$ cat src/rtl/sreg_pkg.sv
package sreg_pkg;
  localparam int unsigned WORD_W  = 8;
  localparam int unsigned FLAG_N  = 3;
  localparam int unsigned BANK_N  = 3;
  localparam int unsigned IDX_C   = 0;
  localparam int unsigned IDX_DC  = 1;
  localparam int unsigned IDX_Z   = 2;
  localparam int unsigned IDX_PD  = 3;
  localparam int unsigned IDX_TO  = 4;
  localparam int unsigned BANK_LO = 5;
  localparam int unsigned BANK_HI = BANK_LO + BANK_N - 1;
  localparam int unsigned FLAG_HI = FLAG_N - 1;

  typedef struct packed {
    logic time_out;
    logic power_down;
  } wake_bits_t;
endpackage

$ cat src/rtl/sreg_bank_field.sv
module sreg_bank_field #(
  parameter int unsigned WIDTH = 3
) (
  input  logic             clk,
  input  logic             rst_n,
  input  logic             wr_en,
  input  logic [WIDTH-1:0] wr_bits,
  output logic [WIDTH-1:0] q
);
  always_ff @(posedge clk or negedge rst_n) begin
    if (!rst_n)
      q <= '0;
    else if (wr_en)
      q <= wr_bits;
  end
endmodule

$ cat src/rtl/sreg_flag_cell.sv
module sreg_flag_cell (
  input  logic clk,
  input  logic rst_n,
  input  logic bus_en,
  input  logic bus_bit,
  input  logic bus_block,
  input  logic alu_we,
  input  logic alu_bit,
  output logic q
);
  logic nxt;

  always_comb begin
    nxt = q;
    if (alu_we)
      nxt = alu_bit;
    else if (bus_en && !bus_block)
      nxt = bus_bit;
  end

  always_ff @(posedge clk or negedge rst_n) begin
    if (!rst_n) q <= 1'b0;
    else        q <= nxt;
  end
endmodule

$ cat src/rtl/sreg_wake_bits.sv
module sreg_wake_bits
  import sreg_pkg::*;
(
  input  logic       clk,
  input  logic       rst_n,
  input  logic       clr_evt,
  input  logic       sleep_evt,
  input  logic       expire_evt,
  output wake_bits_t q
);
  wake_bits_t nxt;

  always_comb begin
    nxt = q;
    if (clr_evt)   nxt.power_down = 1'b1;
    if (sleep_evt) nxt.power_down = 1'b0;
    if (clr_evt || sleep_evt) nxt.time_out = 1'b1;
    if (expire_evt) nxt.time_out = 1'b0;
  end

  always_ff @(posedge clk or negedge rst_n) begin
    if (!rst_n) q <= '{time_out: 1'b1, power_down: 1'b1};
    else        q <= nxt;
  end
endmodule

$ cat src/rtl/cpu_status_reg.sv
module cpu_status_reg
  import sreg_pkg::*;
(
  input  logic              clk,
  input  logic              rst_n,
  input  logic              bus_wr_en,
  input  logic [WORD_W-1:0] bus_wr_data,
  input  logic              alu_z_we,
  input  logic              alu_dc_we,
  input  logic              alu_c_we,
  input  logic              alu_z,
  input  logic              alu_dc,
  input  logic              alu_c,
  input  logic              wdt_clear_evt,
  input  logic              sleep_evt,
  input  logic              wdt_expire_evt,
  output logic [WORD_W-1:0] status_q,
  output logic              ind_bank,
  output logic [1:0]        dir_bank
);
  logic [FLAG_N-1:0] flag_we;
  logic [FLAG_N-1:0] flag_val;
  logic [FLAG_N-1:0] flag_q;
  logic [BANK_N-1:0] bank_q;
  logic              any_flag_we;
  wake_bits_t        wake_q;
  logic [1:0]        unused_wake_data;

  assign flag_we     = {alu_z_we, alu_dc_we, alu_c_we};
  assign flag_val    = {alu_z, alu_dc, alu_c};
  assign any_flag_we = |flag_we;
  assign unused_wake_data = bus_wr_data[IDX_TO:IDX_PD];

  sreg_bank_field #(.WIDTH(BANK_N)) u_bank (
    .clk    (clk),
    .rst_n  (rst_n),
    .wr_en  (bus_wr_en),
    .wr_bits(bus_wr_data[BANK_HI:BANK_LO]),
    .q      (bank_q)
  );

  for (genvar i = 0; i < FLAG_N; i++) begin : g_flag
    sreg_flag_cell u_cell (
      .clk      (clk),
      .rst_n    (rst_n),
      .bus_en   (bus_wr_en),
      .bus_bit  (bus_wr_data[i]),
      .bus_block(any_flag_we),
      .alu_we   (flag_we[i]),
      .alu_bit  (flag_val[i]),
      .q        (flag_q[i])
    );
  end

  sreg_wake_bits u_wake (
    .clk       (clk),
    .rst_n     (rst_n),
    .clr_evt   (wdt_clear_evt),
    .sleep_evt (sleep_evt),
    .expire_evt(wdt_expire_evt),
    .q         (wake_q)
  );

  assign status_q = {bank_q, wake_q.time_out, wake_q.power_down, flag_q};
  assign ind_bank = bank_q[BANK_N-1];
  assign dir_bank = bank_q[1:0];
endmodule

$ cat config.mk
export PLATFORM = sky130hd
export DESIGN_NAME = cpu_status_reg
export DESIGN_NICKNAME = d
export VERILOG_FILES = /design/src/rtl/sreg_pkg.sv /design/src/rtl/sreg_bank_field.sv /design/src/rtl/sreg_flag_cell.sv /design/src/rtl/sreg_wake_bits.sv /design/src/rtl/cpu_status_reg.sv
export SDC_FILE = /design/constraint.sdc
export NUM_CORES = 1
export LEC_CHECK = 0
export BUFFER_PORTS_ARGS = -buffer_cell sky130_fd_sc_hd__buf_2
export CAP_MARGIN = 20
export CORE_AREA = 4 4 41 43
export DETAILED_ROUTE_END_ITERATION = 16
export DIE_AREA = 0 0 45 47
export PLACE_DENSITY = 0.72
export SYNTH_ARGS = -nofsm -noshare
export SYNTH_HDL_FRONTEND = slang
export SYNTH_SLANG_ARGS = --single-unit
$ cat constraint.sdc
create_clock -name clk -period 1.3 [get_ports clk]
set_input_delay 0.26 -clock clk [delete_from_list [all_inputs] [get_ports clk]]
set_output_delay 0.26 -clock clk [all_outputs]
set_load 0.1 [all_outputs]
Word level (Yosys, flattened, before mapping)
Cells that the tools add are included.

word-level totals
  ROM bits = 0
  bits of input ports = 20
  memories kept = 0
  word-level logic and storage cells = 25
  output and inout port bits = 11
  bits in writable memories = 0
  bits in registers = 8
  latch bits = 0

operators by class
  equality and inequality tests = 0
  muxes and demuxes = 10
  order comparisons = 0
  bitwise operators = 0
  reductions and logical operators = 9
  $add $sub $neg = 0
  div/mod/pow operators = 0
  shift-type cells = 0
  multipliers = 0

operators with widths
  cell                 count
  $mux W1              10
  $reduce_bool A2 Y1   5
  $reduce_or A3 Y1     1
  $logic_and A1 B1 Y1  1
  $logic_not A1 Y1     1
  $logic_or A1 B1 Y1   1

Longest topological paths before layout
  word-level depth = 5
  gate-level depth with buffers = 2
  depth with buffers taken out = 2

Hierarchy
A second synthesis with hierarchy kept.

second synthesis, totals
  cells, all modules = 34
  area total of the unflattened synthesis = 382.9 µm²

by module, submodules not included
  module           instances  area an instance (µm²)  cells each  sequential area each (µm²)
  sreg_flag_cell   3          58.8                    6           25.0
  sreg_bank_field  1          108.9                   6           75.1
  sreg_wake_bits   1          68.8                    6           52.6
  cpu_status_reg   1          28.8                    4           0.0

Worst setup path after synthesis
Ideal clock, no wire load.

  path type = reg-to-output
  start = register u_bank.q[0]
  end = output status_q[5]
  required time = 1040 ps
  path buffers = 1
  arrival time = 1337 ps
  path slack = -297 ps
  cell stages (with the launch flop) = 2
  cells stage by stage = dfrtp_1 -> buf_4

RTL lines
  what                      line                   RTL
  start: declaration        sreg_bank_field.sv:8   output logic [WIDTH-1:0] q
  start signal: assignment  sreg_bank_field.sv:14  q <= wr_bits;
  end: declaration          cpu_status_reg.sv:17   output logic [WORD_W-1:0] status_q,

No word-level cell between the ends.

Final worst setup path
  start = register u_wake.q[1] in the netlist's numbering
  end = output status_q[4]

RTL lines
  what                      line                  RTL
  start: declaration        sreg_wake_bits.sv:9   output wake_bits_t q
  start signal: assignment  sreg_wake_bits.sv:22  if (!rst_n) q <= '{time_out: 1'b1, power_down: 1'b1};
  start signal: assignment  sreg_wake_bits.sv:23  else q <= nxt;

No word-level cell between the ends.

==> impl_results.md <==
- Mapped Area: 397 um^2
- CTS tree: yes
- Startpoint types: register
- Final WS setup: 62.1 ps
- Max H-tree Level: 1
- Final hold violations: 0
- Die Area: 2120 um^2
- Hold depth: 2
- Slew headroom: 0.775
- Comb power frac: 0.478
- Largest net degree at the start of global routing: 9
- Setup violators final: 0
- Final Skew: 0 ps
- Crit path max-delay cell type: dfstp_2
- First drt pass iteration count: 2
- Post-CTS sizing: 0
- # IOs: 31
- Setup TNS Final: 0 ps
- I/O Buffers: 28
- Overflow after GRT: 0
- Worst path cell trace: buf_12
- Post-synth cell types: 9
- Final min period: 1240 ps
- WL final: 871 um
- Final #Nets: 79
- Core area: 1300 um^2
- Clock Power Share: 0.205
- Slowest stage delay, CP: 550 ps
- Worst-skew pair later-pin latency: 250 ps
- Synth Net Count: 51
- Routed vias/inst: 4.55
- CP endpoint kind: primary output
- Pint: 0.577 mW
- RR Startpoint: u_bank.q[2]
- Worst Hold Margin: 124 ps
- Placed Instance Area: 687 um^2
- Final instance area: 723 um^2
- Seq/Total Area, Yosys: 0.511
- Worst path top cell family by delay: flip-flops
- Sw Pwr: 0.427 mW
- Reg2reg end: u_bank.q[2]
- Post-DP HPWL: 772 um
- Area growth from synthesis to layout: 82.3%
- Setup CP Type: register to primary output
- First-pass GRT wire length: 1.43 mm
- Cells after Synth: 31
- Total inserted antenna cells: 0
- WL/cell: 11.9 um
- R2R cell count: 1
- P_leak: 0.332 nW
- Flop pwr share: 0.317
- Worst slew pin tran: 337 ps
- Vias in the first global route: 364
- Commonest non-fill, non-tap cell in the layout: buf_2
- # clock sinks: 8
- Util after Layout: 0.556
- Critical path arrival: 980 ps
- DR DRC count: 0
- Clk root buf: clkbuf_4
- Reg2reg setup slack: 410 ps
- Non-Filler Instances: 73
- Buf/Inv on CP: 1
- Mean post-synth cell area: 12.8 um^2
- Synth warn: 0
- HP Class: input port to register
- GP Congestion: 0.635
- Slew Limit Fails: 0
- Worst Hold End: u_wake.q[1]
- Starting Density: 0.305
- PwrDens: 1390 nW/um^2
- Initial antenna violation count: 0
- Share of cells above drive strength 1: 0.690
- Placed Instances: 68
- Clock Tree Buf Depth: 2
- RSZ-0062 raised after global routing: no
- DRT antenna net count: 0
- Vias: 332
- Starting DRT DRC Count: 1
- Cts bufs inserted: 3
- Sw frac: 0.425
- Total power: 1.00 mW
- Die height: 47 um
- CP required: 1040 ps
- Total GRT Usage: 0.101
- Count of state elements after synthesis: 8
- Setup WS pre-CTS: 206 ps
- Reg clk slew, reported paths: 50 ps
- CP Max Fanout: 2
- Status: complete, no violations
- Fmax: 0.808 GHz
- Most frequent cells in the layout: buf_2 (17), buf_12 (11), mux2i_1 (6)
- Peak VDD IR: 0.769 mV
- # Max-Cap Violations: 0
- Hold Path Origin: wdt_expire_evt
- Row count: 13
- Tcrit/Tclk final: 0.952
- Die width: 45 um
==> power groups by stage <==
stage	Combinational, mW	Sequential (mW)	Clock, mW
floorplan	0.221	0.404	0
global placement	0.477	0.322	0
detailed placement	0.481	0.323	0
CTS	0.484	0.318	0.221
global route	0.495	0.321	0.241
finish	0.480	0.318	0.206
==> what timing repair did <==
action,4_1_cts,5_1_grt
endpoints found under the hold margin,6,0
hold buffers,1,0
buffers inserted,0,0
==> Yosys cell counts <==
library cell,count,area (um^2)
nor4b_4,1,23.8
nor2_1,3,11.3
buf_4,6,45.0
mux2i_1,6,60.1
dfstp_2,2,52.6
dfrtp_1,6,150
nor3_1,1,5.00
mux2_2,3,33.8
a21oi_1,3,15.0
==> worst max-delay path by stage <==
stage / from / end / cells past startpoint
final: u_wake.q[1] / status_q[4] / 1
after global routing: u_wake.q[1] / status_q[4] / 1
after CTS: u_wake.q[1] / status_q[4] / 1
after detailed placement: alu_dc_we / g_flag[0].u_cell.q / 3
after global placement: alu_dc_we / g_flag[1].u_cell.q / 3
after floorplan: u_bank.q[0] / status_q[5] / 1
==> logic make-up after synthesis <==
group                  after synthesis  synth area share
flip-flops                           8             0.511
buffers and inverters                6             0.114
AO/OA/AOI/OAI                        3            0.0378
multiplexers                         9             0.237
AND/OR/NAND/NOR                      5             0.101
==> layer usage <==
metal	share of wire	vias up	track usage
met2	0.55	19	0.195
li1	-	158	-
met3	0.12	2	0.0460
met1	0.30	153	0.0703
met5	0	-	0
met4	0.020	0	0.0877
==> layout make-up <==
class,count,area [um^2]
fillers,114,578
multi-input cells,17,149
well taps,15,18.8
clock buffers,4,26.3
repair buffers,29,315
flip-flops and latches,8,214
==> state kept, by name, summed over array words and instances, names as in the netlist <==
name             count
g_flag.u_cell.q      3
u_wake.q             2
u_bank.q             3
Note: power is estimated with default switching activity, not from simulation.
